## src/rtl/ascii_matrix_parser.sv

```systemverilog
module ascii_matrix_parser #(
  parameter int DATA_W = 16,
  parameter int ADDR_W = 8,
  parameter int DIM_W  = 8
) (
  input  logic              clk,
  input  logic              rst_n,
  input  logic              header_mode,
  input  logic [7:0]        in_byte,
  input  logic              in_valid,
  output logic              wr_en,
  output logic [ADDR_W-1:0] wr_addr,
  output logic [DATA_W-1:0] wr_data,
  output logic              done,
  output logic [DIM_W-1:0]  mat_rows,
  output logic [DIM_W-1:0]  mat_cols,
  output logic              shape_err,
  output logic              ovf
);
  localparam int WW = DATA_W + 4;

  logic [DATA_W-1:0] acc_q;
  logic              have_q;
  logic [DIM_W-1:0]  row_vals_q;
  logic              first_q;
  logic [DIM_W-1:0]  rows_q, cols_q;
  logic [ADDR_W-1:0] addr_q;
  logic [1:0]        hdr_idx_q;
  logic              fin_q, done_q, shape_q, ovf_q;
  logic              wr_en_q;
  logic [ADDR_W-1:0] wr_addr_q;
  logic [DATA_W-1:0] wr_data_q;

  logic              act, is_digit, is_sep, is_nl, is_eof, flush, row_end, emit, sat;
  logic [WW-1:0]     wide;
  logic [DATA_W-1:0] acc_next;
  logic [DIM_W-1:0]  row_total;

  assign act       = in_valid && !fin_q;
  assign is_digit  = (in_byte >= 8'h30) && (in_byte <= 8'h39);
  assign is_sep    = (in_byte == 8'h20) || (in_byte == 8'h2C);
  assign is_nl     = (in_byte == 8'h0A);
  assign is_eof    = (in_byte == 8'h04);
  assign wide      = WW'(acc_q) * WW'(10) + WW'(in_byte[3:0]);
  assign sat       = |wide[WW-1:DATA_W];
  assign acc_next  = sat ? {DATA_W{1'b1}} : wide[DATA_W-1:0];
  assign flush     = act && have_q && (is_sep || is_nl || is_eof);
  assign row_end   = act && !header_mode && (is_nl || is_eof);
  assign emit      = flush && (!header_mode || hdr_idx_q == 2'd2);
  assign row_total = row_vals_q + (flush ? DIM_W'(1) : DIM_W'(0));

  always_ff @(posedge clk) begin
    if (!rst_n) begin
      acc_q      <= '0;
      have_q     <= 1'b0;
      row_vals_q <= '0;
      first_q    <= 1'b0;
      rows_q     <= '0;
      cols_q     <= '0;
      addr_q     <= '0;
      hdr_idx_q  <= '0;
      fin_q      <= 1'b0;
      done_q     <= 1'b0;
      shape_q    <= 1'b0;
      ovf_q      <= 1'b0;
      wr_en_q    <= 1'b0;
      wr_addr_q  <= '0;
      wr_data_q  <= '0;
    end else begin
      wr_en_q <= 1'b0;
      done_q  <= 1'b0;
      if (act && is_digit) begin
        acc_q  <= acc_next;
        have_q <= 1'b1;
        if (sat) ovf_q <= 1'b1;
      end
      if (flush) begin
        acc_q      <= '0;
        have_q     <= 1'b0;
        row_vals_q <= row_vals_q + DIM_W'(1);
        if (header_mode && hdr_idx_q != 2'd2) begin
          hdr_idx_q <= hdr_idx_q + 2'd1;
          if (hdr_idx_q == 2'd0) rows_q <= acc_q[DIM_W-1:0];
          else                   cols_q <= acc_q[DIM_W-1:0];
        end
      end
      if (emit) begin
        wr_en_q   <= 1'b1;
        wr_addr_q <= addr_q;
        wr_data_q <= acc_q;
        addr_q    <= addr_q + ADDR_W'(1);
      end
      if (row_end) begin
        row_vals_q <= '0;
        if (row_total != '0) begin
          rows_q <= rows_q + DIM_W'(1);
          if (!first_q) begin
            cols_q  <= row_total;
            first_q <= 1'b1;
          end else if (row_total != cols_q) begin
            shape_q <= 1'b1;
          end
        end
      end
      if (act && is_eof) begin
        fin_q  <= 1'b1;
        done_q <= 1'b1;
      end
    end
  end

  assign wr_en     = wr_en_q;
  assign wr_addr   = wr_addr_q;
  assign wr_data   = wr_data_q;
  assign done      = done_q;
  assign mat_rows  = rows_q;
  assign mat_cols  = cols_q;
  assign shape_err = shape_q;
  assign ovf       = ovf_q;

  p_digit_silent_r1: assert property (@(posedge clk) disable iff (!rst_n)
    (in_valid && !fin_q && in_byte >= 8'h30 && in_byte <= 8'h39) |=> !wr_en);

  p_cr_silent_r3: assert property (@(posedge clk) disable iff (!rst_n)
    (in_valid && in_byte == 8'h0D) |=> (!wr_en && $stable(mat_rows) && $stable(mat_cols)));

  p_nl_flush_r4: assert property (@(posedge clk) disable iff (!rst_n)
    (in_valid && !fin_q && have_q && !header_mode && in_byte == 8'h0A) |=> wr_en);

  p_shape_sticky_r7: assert property (@(posedge clk) disable iff (!rst_n)
    shape_err |=> shape_err);

  p_done_pulse_r8: assert property (@(posedge clk) disable iff (!rst_n)
    done |=> !done);

  p_frozen_r8: assert property (@(posedge clk) disable iff (!rst_n)
    (fin_q && $past(fin_q)) |-> (!wr_en && !done));

  p_ovf_sticky_r9: assert property (@(posedge clk) disable iff (!rst_n)
    ovf |=> ovf);

  p_hdr_nowrite_r10: assert property (@(posedge clk) disable iff (!rst_n)
    (header_mode && hdr_idx_q != 2'd2) |=> !wr_en);
endmodule

```

## config.mk

```make
export PLATFORM = sky130hd
export DESIGN_NAME = ascii_matrix_parser
export DESIGN_NICKNAME = d
export VERILOG_FILES = /design/src/rtl/ascii_matrix_parser.sv
export SDC_FILE = /design/constraint.sdc
export NUM_CORES = 1
export LEC_CHECK = 0
export BUFFER_PORTS_ARGS = -buffer_cell sky130_fd_sc_hd__buf_2
export CELL_PAD_IN_SITES_DETAIL_PLACEMENT = 1
export CELL_PAD_IN_SITES_GLOBAL_PLACEMENT = 2
export CORE_MARGIN = 3
export CORE_UTILIZATION = 36
export DETAILED_ROUTE_END_ITERATION = 8
export GPL_ROUTABILITY_DRIVEN = 0
export PLACE_DENSITY_LB_ADDON = 0.1
export RECOVER_POWER = 25
export SLEW_MARGIN = 20
export SYNTH_ARGS = -nofsm -noshare
export SYNTH_HDL_FRONTEND = slang
export SYNTH_SLANG_ARGS = --single-unit
```

## constraint.sdc

```tcl
create_clock -name clk -period 5.02 [get_ports clk]
set_input_delay 0.502 -clock clk [delete_from_list [all_inputs] [get_ports clk]]
set_output_delay 0.502 -clock clk [all_outputs]
set_load 0.01 [all_outputs]
```

-- Word-level counts from Yosys, hierarchy flattened
Cells that the tools add are included.
- divide/modulo/power cells: 0
- order comparisons: 2
- reduce and logical (&&, ||, !) cells: 26
- $add $sub $neg: 6
- shifts and indexed selects: 0
- multipliers: 1
- equal/unequal tests: 7
- muxes and demuxes: 15
- bitwise logic cells: 1
- operator list (operator ; number):
    $mux W8 ; 11
    $add A8 B1 Y8 const B ; 3
    $add A20 B4 Y20 ; 1
    $mul A16 B3 Y19 const B ; 1
    $eq A8 B6 Y1 const B ; 2
    $mux W16 ; 1
    $logic_and A1 B1 Y1 ; 10
    $add A8 B1 Y8 ; 1
    $eq A8 B3 Y1 const B ; 1
    $eq A8 B4 Y1 const B ; 1
    $ge A8 B6 Y1 const B ; 1
    $le A8 B6 Y1 const B ; 1
    $ne A8 B8 Y1 ; 1
    $reduce_bool A8 Y1 ; 1
    $reduce_and A2 Y1 ; 3
    $logic_or A1 B1 Y1 ; 5
    $reduce_and A4 Y1 ; 1
    $reduce_or A2 Y1 ; 2
    $reduce_or A4 Y1 ; 1
    $mux W1 ; 3
    $add A2 B1 Y2 const B ; 1
    $eq A2 B2 Y1 const B ; 1
    $logic_not A1 Y1 ; 2
    $logic_not A2 Y1 ; 1
    other kinds (2) ; 2
- bits in registers: 81
- input port bits: 12
- memories kept: 0
- memory bits (read-only): 0
- RAM bits: 0
- output and inout bits: 44
- word-level logic and storage cells: 73
- latch bits: 0

-- Depth between registers and ports, before layout
Gate-level depths: netlist (run 1).
- word-level depth: 10
- depth in mapped cells: 15
- depth with buffers taken out: 14

-- Least setup slack after synthesis (run 1)
OpenSTA, ideal clock, no wires.
- kind: input port to flip-flop
- start: input in_byte[6]
- end: register rows_q[4] (netlist: mat_rows[4])
- data required time: 4897 ps
- setup slack: 1259 ps
- arrival: 3638 ps
- cell stages on the path: 14
- setup time: 123 ps
- path buffers: 2
- cells stage by stage: or4b_1 -> or3_4 -> nor3b_4 -> ha_1 -> ha_1 -> nand3_1 -> xor2_1 -> and4_1 -> a41o_1 -> buf_2 -> buf_2 -> nor3b_1 -> a221oi_1 -> nor2b_1
- cells in the longest elaborated chain, start to end: 10
- elaborated cells between the ends (all ways): 16
- those cells by class: 1 x add/sub; 4 x eq/ne; 4 x mux; 7 x reduce/logical
- ends and longest elaborated chain (item ; RTL line ; RTL):
    from (decl) ; 9 ; input logic [7:0] in_byte,
    $eq A8 B6 Y1 ; 41 ; assign is_sep = (in_byte == 8'h20) || (in_byte == 8'h2C);
    $logic_or A1 B1 Y1 ; 41 ;
    $logic_or A1 B1 Y1 (2 in a row) ; 47 ; assign flush = act && have_q && (is_sep || is_nl || is_eof);
    $logic_and A1 B1 Y1 ; 47 ;
    $mux W1 ; 50 ; assign row_total = row_vals_q + (flush ? DIM_W'(1) : DIM_W'(0));
    $add A8 B1 Y8 ; 50 ;
    $reduce_bool A8 Y1 ; 95 ; if (row_total != '0) begin
    $mux W8 ; 95 ;
    $mux W8 (*) ; 93 ; if (row_end) begin
    to (signal assigned) ; 83 ; if (hdr_idx_q == 2'd0) rows_q <= acc_q[DIM_W-1:0];
    to (signal assigned) ; 96 ; rows_q <= rows_q + DIM_W'(1);
    to (decl) ; 26 ; logic [DIM_W-1:0] rows_q, cols_q;
Mark *: on every way between the ends. The rest lies on a longest branch, timed or not.
A chain may end at the register's enable or synchronous reset.

-- Final worst setup path (run 1)
- start: register acc_q[2]
- end: register acc_q[6]
- cells in the longest elaborated chain, start to end: 4
- ends and longest elaborated chain (item ; RTL line ; RTL):
    from (decl) ; 22 ; logic [DATA_W-1:0] acc_q;
    from (signal assigned) ; 73 ; acc_q <= acc_next;
    $mul A16 B3 Y19 (*) ; 44 ; assign wide = WW'(acc_q) * WW'(10) + WW'(in_byte[3:0]);
    $add A20 B4 Y20 (*) ; 44 ;
    $reduce_or A4 Y1 ; 45 ; assign sat = |wide[WW-1:DATA_W];
    $mux W16 (*) ; 46 ; assign acc_next = sat ? {DATA_W{1'b1}} : wide[DATA_W-1:0];
Marks and branches as above.

==> results of run 1 <==
routing by layer:
metal | GRT usage [%] | share of wire [%] | wire (um)
met3 | 3.29 | 2.5 | 331
met1 | 22.8 | 47 | 6190
met4 | 3.60 | 0.85 | 113
met5 | 0 | 0 | 0
met2 | 31.5 | 50 | 6620
per-stage QoR:
step	instance area (um2)	hold WS (ns)	std cells	total power (W)
CTS	5640	0.444	807	0.00135
floorplan	4960	0.418	583	0.000704
finish	5610	0.446	807	0.00133
global route	5610	0.454	807	0.00138
global placement	5360	0.442	791	0.000723
detailed placement	5360	0.449	791	0.000724
layout by cell type (no fill, tap or decap), types with 14 or more instances in the layout:
cell type  instances
nand2_1           85
dfxtp_1           81
nor2_1            45
ha_1              38
clkbuf_1          31
xnor2_1           29
a21boi_0          24
buf_2             24
o21ai_0           21
xor2_1            19
a21oi_1           19
inv_1             15
a311oi_1          15
and3_1            14
state kept, by name, indices dropped and copies added (netlist names):
register    count
row_vals_q      8
wr_data        16
hdr_idx_q       2
have_q          1
ovf             1
wr_addr         8
mat_rows        8
fin_q           1
mat_cols        8
first_q         1
wr_en           1
done            1
acc_q          16
shape_err       1
addr_q          8
path summary, 6_finish.rpt:
| kind | from | to | slack (ns) |
|---|---|---|---|
| max | acc_q[2] | acc_q[6] | 0.84 |
| min | in_byte[1] | done | 0.45 |
| max reg2reg | acc_q[2] | acc_q[6] | 0.84 |
| min reg2reg | fin_q | fin_q | 0.46 |
worst max-delay path, stage by stage, from the launching register on:
cell and delay, ns:
dfxtp_1 0.56, ha_1 0.26, ha_1 0.21, inv_1 0.07
fa_1 0.39, nand2b_1 0.20, a211oi_1 0.34, nor2_1 0.20
o21ai_0 0.25, xor2_1 0.33, and4_1 0.26, nand4b_1 0.15
a21oi_2 0.59, a311oi_1 0.21
power breakdown:
part | switching [W] | total, W | internal, W
combinational | 0.0000355 | 0.0000586 | 0.0000230
clock | 0.000272 | 0.000620 | 0.000348
sequential | 0.00000483 | 0.000650 | 0.000645
total | 0.000312 | 0.00133 | 0.00102
layout make-up:
class	instances	area, um2	share of cell area (%)
Multi-Input combinational cell	460	3160	56.3
Timing Repair Buffer	59	267	4.75
Inverter	15	56.3	1.00
Sequential cell	81	1620	28.9
Clock inverter	6	43.8	0.781
Clock buffer	10	239	4.26
Tap cell	176	220	3.93
cell families (layout without fill, tap and decap cells):
logic type,Yosys count,count (layout)
adders and majority gates,40,40
DFF,81,81
muxes,12,12
xor gates and xnor gates,48,48
and+or+nand+nor,235,235
AOI/OAI and AO/OA,125,125
buffers and inverters,42,90
==> impl_metrics.toml, run 1 <==
[die]
die_area_um2 = 15200
core_area_um2 = 13300
die_x_um = 123
rows = 42
die_y_um = 123
ios = 56
initial_core_util_pct = 37.2

[worst_setup_path]
worstPathMaxFanout = 16
critPathKind = "reg -> reg"
worstPathArrival_ns = 4.34
end_kind = "flip-flop"
ff2ff_path_depth = 13
crit_path_start_kind = "flip-flop"
critical_path_required_ns = 5.18

[sta]
finalCriticalPeriod_ns = 4.18
fin_worst_skew_ns = 0.0114
finalSetupViolCount = 0
hold_viol = 0
setup_slack_ns = 0.839
fmax_mhz = 239
rsz0062_at_grt = "no"
max-slew-margin-rel_pct = 37.2
tns_ns = 0
tightest_slew_ns = 0.941
finalMaxSlewViolations = 0
fin_crit_sh_pct = 83.3

[yosys]
ys_top_cells_by_count = "nand2_1, dfxtp_1, nor2_1"
yosys.area_share.xor_xnor_pct = 8.47
synth_edf_count = 0
yosysSeqAreaShare_pct = 32.7
postSynth.asyncResetShare_pct = 0
yosys.area.top_type_share_pct = 32.7
synth-simple-area-share_pct = 24.2
synth.area.mux_share_pct = 2.42
synth-seq-cells = 81
synth_cell_types = 59
synth_compound_area_share_pct = 18.1
synth_most_common_cell = "nand2_1"
syn-cell-area_um2 = 4960
synthAdderAreaFrac_pct = 10.4
synth_top_family_by_area = "simple AND/OR/NAND/NOR gates"
synth_area_per_cell_um2 = 8.51
ys.flop_type = "dfxtp_1"
synth_area_leader_cell = "dfxtp_1"
synth.area.top_cells = "dfxtp_1, ha_1, nand2_1"
syn_nets = 635
ys_warn_count = 0
syn-instance-count = 583

[drt]
avgViaCountPerCell = 5.29
drt_first_pass_iters = 4
wire_per_inst_um = 16.4
wirelength_um = 13300
initialDrtViolationCount = 274
drc_errors = 0
via_count = 4272
antenna_left = 0

[clocking]
cts_setup_buffers = 0
tritoncts = "built"
clock_latency_ns = 0.34
cts_buffer_depth = 2
cts_made_buffers = 9
cts_hold_buf = 0
clock-sinks = 81
htree_levels = 3
clk_pin_slew_worst_paths_ns = 0.07
cts_root_buf = "clkbuf_16"
cts_resized = 0

[flow_run]
drv_cap = 0

[global_routing]
first_global_vias = 4279
antenna_found_initial = 0
grt_max_degree = 60
grt_pass1_wl_um = 21600
grt.total_usage_pct = 17.9
grt_overflow = 0

[final_layout]
post-route-util_pct = 42.0
diodes = 0
final_nets = 678
syn2layout_area_growth_pct = 13.0
n_fill_cell = 1634
layout-drive-gt1-share_pct = 9.03

[place]
place.port_buffers = 55
dp_hpwl_um = 9970
dp_slack_ns = 0.706

[hold_path]
hold_depth = 2
min_path_type = "in -> reg"

[status]
status = "finished clean"

[pwr]
p_leak_nw = 2.24
max-vdd-ir-drop_uv = 164
power.density_nw_per_um2 = 237
No activity file was read; power rests on OpenSTA's default activity.
==> run 2, diff against run 1 <==
- ABC_AREA: unset -> 1
- CORE_UTILIZATION: 36 -> 30
- clock period: 5.02 -> 3.7 ns (I/O delays scaled with it)
==> impl_metrics.toml, run 2 <==
[status]
status = "finished clean"

[worst_setup_path]
slowest_stage = "dfxtp_1"
regToRegSetupSlack_ns = 0.60
crit_top_cell = "nand2_1"
r2r-end = "ovf"
path_buf_inv = 1
critPathKind = "reg -> reg"
critical_path_required_ns = 3.91
worstPathArrival_ns = 3.31
end_kind = "flip-flop"
cpPeakStageDelay_ns = 0.54
crit_path_start_kind = "flip-flop"
worstPathMaxFanout = 11
path_cells = "ha_1 -> ha_1 -> nand2_1 -> inv_1 -> a21oi_1 -> nand2_1 -> nand2_1 -> nand2_1 -> nor2_1 -> nand3_2 -> nor2_2 -> nand2_1 -> nand2_1 -> nand4_2 -> nand2_2 -> a21oi_1"
cpLargestDelayFamily = "simple AND/OR/NAND/NOR gates"
timing.rr.start = "acc_q[7]"
ff2ff_path_depth = 16

[hold_path]
min_path_type = "in -> reg"
min_to = "done"
min-delay-start = "in_byte[5]"
hold_depth = 4

[place]
dp_hpwl_um = 11900
dp_slack_ns = 0.488
place.port_buffers = 55
post_dp_cell_area_um2 = 5520

[yosys]
yosys.area_share.xor_xnor_pct = 3.67
synth-simple-area-share_pct = 29.3
synth.area.top_cells = "dfxtp_1, nand2_1, ha_1"
synthAdderAreaFrac_pct = 10.3
synth.area.mux_share_pct = 0
synth_cell_types = 46
ys_warn_count = 0
yosysSeqAreaShare_pct = 32.4
synth-seq-cells = 81
synth_area_per_cell_um2 = 6.88
synth_most_common_cell = "nand2_1"
syn-cell-area_um2 = 5010
syn-instance-count = 729
ys_top_cells_by_count = "nand2_1, inv_1, dfxtp_1"
synth_area_leader_cell = "dfxtp_1"
postSynth.asyncResetShare_pct = 0
ys.flop_type = "dfxtp_1"
syn_nets = 781
synth_edf_count = 0
yosys.area.top_type_share_pct = 32.4
synth_top_family_by_area = "simple AND/OR/NAND/NOR gates"
synth_compound_area_share_pct = 15.9

[global_routing]
grt_max_degree = 34
grt.total_usage_pct = 17.3
antenna_found_initial = 0
grt_pass1_wl_um = 25400
first_global_vias = 5033
grt_overflow = 0

[die]
initial_core_util_pct = 31.1
die_area_um2 = 18300
die_x_um = 135
core_area_um2 = 16100
rows = 46
ios = 56
die_y_um = 135

[sta]
hold_viol = 0
fmax_mhz = 323
finalMaxSlewViolations = 0
setup_slack_ns = 0.602
holdWs_ns = 0.329
finalCriticalPeriod_ns = 3.10
fin_crit_sh_pct = 83.7
finalSetupViolCount = 0
rsz0062_at_grt = "no"
fin_worst_skew_ns = 0.00973
tns_ns = 0
max-slew-margin-rel_pct = 54.9
tightest_slew_ns = 0.674

[clocking]
cts_made_buffers = 9
cts_setup_buffers = 0
cts_buffer_depth = 2
cts_root_buf = "clkbuf_16"
clock-sinks = 81
htree_levels = 3
clk_pin_slew_worst_paths_ns = 0.07
cts_resized = 0
tritoncts = "built"
cts_hold_buf = 0
clock_latency_ns = 0.34

[final_layout]
layout-drive-gt1-share_pct = 9.89
diodes = 0
mostFrequentLayoutCells = "nand2_1, inv_1, dfxtp_1"
fin_area_um2 = 5770
syn2layout_area_growth_pct = 15.1
post-route-util_pct = 35.8
layout_commonest_cell = "nand2_1"
n_fill_cell = 2093
final_nets = 836

[flow_run]
drv_cap = 0

[drt]
drt_first_pass_iters = 4
antenna_left = 0
wirelength_um = 15100
via_count = 4824
initialDrtViolationCount = 194
wire_per_inst_um = 15.0
avgViaCountPerCell = 4.80
drc_errors = 0

[pwr]
max-vdd-ir-drop_uv = 193
power.density_nw_per_um2 = 318
p_leak_nw = 2.62
-- run 2: area by class of cell --
| class | count | area [um2] | area share, % |
|---|---|---|---|
| Inverter | 92 | 347 | 6.01 |
| Sequential cell | 81 | 1620 | 28.1 |
| Tap cell | 216 | 270 | 4.68 |
| Multi-Input combinational cell | 539 | 2960 | 51.4 |
| Clock inverter | 7 | 61.3 | 1.06 |
| Clock buffer | 9 | 225 | 3.90 |
| Timing Repair Buffer | 61 | 282 | 4.88 |
-- run 2: kinds of logic (layout without fill, tap and decap cells) --
family / Yosys count / in the layout
AND/OR/NAND/NOR: 329 / 329
AO/OA/AOI/OAI: 149 / 149
buffers and inverters: 109 / 169
flip-flops: 81 / 81
adder cells (fa/ha/maj): 40 / 40
XOR/XNOR: 21 / 21
-- run 2: layer usage --
layer  track usage [%]  part of all wire, %  vias up
li1                  -                    -     2494
met1              23.4                   50     2264
met2              28.4                   45       59
met3              4.79                  4.7        7
met4              2.02                 0.50        0
met5                 0                    0        -
-- run 2: stage by stage --
step,instances,total power [W]
6_report,1005,0.00184
2_1_floorplan,729,0.000955
3_3_place_gp,989,0.000983
5_1_grt,1005,0.00192
4_1_cts,1005,0.00187
3_5_place_dp,989,0.000985
-- run 2: how the worst max path moves through the flow --
stage / start / to / slack (ns) / cells past startpoint
2_1_floorplan: in_byte[6] / mat_rows[3] / 0.99 / 22
3_3_place_gp: in_byte[6] / mat_rows[4] / 0.59 / 23
3_5_place_dp: in_byte[6] / mat_rows[3] / 0.49 / 23
4_1_cts: acc_q[7] / ovf / 0.54 / 16
5_1_grt: acc_q[2] / acc_q[4] / 0.22 / 20
6_report: acc_q[7] / ovf / 0.60 / 16
-- run 2: power breakdown --
| part | switching [W] | total, W | leakage, nW | internal (W) |
|---|---|---|---|---|
| registers | 0.00000467 | 0.000879 | 0.652 | 0.000875 |
| logic | 0.0000568 | 0.0000846 | 1.83 | 0.0000278 |
| clock network | 0.000403 | 0.000874 | 0.141 | 0.000470 |
-- run 2: worst register-to-register path: cells and delay by family (launching register included) --
kind,cells,cell delay (ns)
adders and majority gates,2,0.67
and+or+nand+nor,11,1.45
buffers and inverters,1,0.05
AOI/OAI and AO/OA,2,0.25
DFF,1,0.54
==> run 3, diff against run 2 <==
- clock period: 3.7 -> 2.65 ns (I/O delays scaled with it)
==> impl_metrics.toml, run 3 (synthesized netlist as in run 2, its figures left out) <==
[final_layout]
diodes = 0
mostFrequentLayoutCells = "nand2_1, buf_4, inv_1"
syn2layout_area_growth_pct = 38.2
fin_area_um2 = 6930
layout-drive-gt1-share_pct = 28.7
layout_commonest_cell = "nand2_1"
final_nets = 933
final_cells = 1102

[worst_setup_path]
worstPathArrival_ns = 2.96
crit_path_start_kind = "flip-flop"
critical_path_required_ns = 2.86
r2r-end = "ovf"
worstPathMaxFanout = 7
end_kind = "flip-flop"
timing.rr.start = "acc_q[3]"
cpPeakStageDelay_ns = 0.43
critPathKind = "reg -> reg"
slowest_stage = "fa_2"
path_cells = "ha_4 -> ha_4 -> inv_2 -> fa_2 -> nand3b_1 -> nor2_2 -> nand3_2 -> nor2_2 -> nand3_2 -> nor2_4 -> nand2_1 -> nand2_2 -> nand4_4 -> buf_12 -> nand2_8 -> a21oi_1"
regToRegSetupSlack_ns = -0.1
ff2ff_path_depth = 16

[sta]
finalCriticalPeriod_ns = 2.75
hold_viol = 0
finalSetupViolCount = 17
tightest_slew_ns = 0.709
rsz0062_at_grt = "yes"
fin_crit_sh_pct = 104
fmax_mhz = 364
fin_worst_skew_ns = 0.0127
max-slew-margin-rel_pct = 52.6
finalMaxSlewViolations = 0
setup_slack_ns = -0.0994
tns_ns = -1.39
holdWs_ns = 0.236

[place]
post_dp_cell_area_um2 = 6250
place.port_buffers = 55
dp_slack_ns = -0.287
dp_hpwl_um = 12800
dp_cells = 1081

[flow_run]
drv_cap = 0

[global_routing]
first_global_vias = 5534
grt_max_degree = 33
grt_pass1_wl_um = 27300
antenna_found_initial = 0
grt.total_usage_pct = 18.4
grt_overflow = 0

[hold_path]
min_path_type = "in -> reg"
hold_depth = 4
min_to = "done"
min-delay-start = "in_byte[5]"

[pwr]
max-vdd-ir-drop_uv = 251
p_leak_nw = 3.16
power.density_nw_per_um2 = 388

[drt]
wirelength_um = 16400
wire_per_inst_um = 14.9
initialDrtViolationCount = 168
drc_errors = 0
avgViaCountPerCell = 4.77
antenna_left = 0
drt_first_pass_iters = 4
via_count = 5256

[clocking]
htree_levels = 3
cts_buffer_depth = 2
clock_latency_ns = 0.34
cts_made_buffers = 9
clock-sinks = 81
cts_root_buf = "clkbuf_16"
tritoncts = "built"
clk_pin_slew_worst_paths_ns = 0.06

[status]
status = "finished with violations"
violations = "negative setup slack"

[die]
initial_core_util_pct = 31.1
die_area_um2 = 18300
die_x_um = 135
core_area_um2 = 16100
die_y_um = 135
ios = 56
rows = 46
run 3: changes by cell type in the layout (fill, tap and decap cells not counted), sizes merged:
cell      change
bufinv        +1
clkbuf        -3
clkinvlp      -1
inv           -3
buf         +101
clkinv        +2
run 3: how the worst max path moves through the flow:
stage	start	end	slack, ns	cells past startpoint
4_1_cts	acc_q[3]	ovf	-0.15	16
3_3_place_gp	acc_q[9]	ovf	-0.25	17
6_report	acc_q[3]	ovf	-0.1	16
3_5_place_dp	in_byte[6]	mat_rows[7]	-0.29	22
2_1_floorplan	acc_q[3]	acc_q[14]	0.01	16
5_1_grt	acc_q[3]	ovf	-0.24	19
run 3: cell type report:
type | count | area (um2)
clock buffers | 10 | 229
inverters | 92 | 347
well taps | 216 | 270
flip-flops and latches | 81 | 1630
multi-input cells | 539 | 3330
clock inverters | 6 | 73.8
fillers | 2068 | 9190
repair buffers | 158 | 1050
run 3: layer usage:
| layer | global-route usage, % | part of all wire [%] | vias to the layer above |
|---|---|---|---|
| met5 | 0 | 0 | - |
| met3 | 3.71 | 3.7 | 6 |
| met1 | 25.3 | 49 | 2494 |
| li1 | - | - | 2688 |
| met4 | 2.74 | 0.43 | 0 |
| met2 | 30.4 | 47 | 68 |
run 3: worst max-delay path, delay by kind of cell (launching register included):
| kind | cells | cell delay (ns) |
|---|---|---|
| compound gates | 1 | 0.06 |
| fa+ha+maj | 3 | 0.81 |
| buf+inv | 2 | 0.23 |
| flops | 1 | 0.36 |
| simple gates | 10 | 1.16 |
run 3: timing repair:
action	CTS	global route
hold buffers	0	0
hold endpoints to repair	0	0
setup buffers	1	3
pin swaps	10	17
resized for setup	45	50
gates cloned	1	0
endpoints found under the setup margin	18	35
run 3: power by group:
part	internal (W)	switching, W
sequential	0.00122	0.00000513
clock	0.000742	0.000530
combinational	0.0000817	0.000105
run 3: metrics by stage:
| step | total power, W | util (%) |
|---|---|---|
| 2_1_floorplan | 0.00133 | - |
| 3_3_place_gp | 0.00141 | 38.8 |
| 3_5_place_dp | 0.00141 | 38.8 |
| 4_1_cts | 0.00271 | 41.9 |
| 5_1_grt | 0.00279 | 43.0 |
| 6_report | 0.00268 | 43.0 |
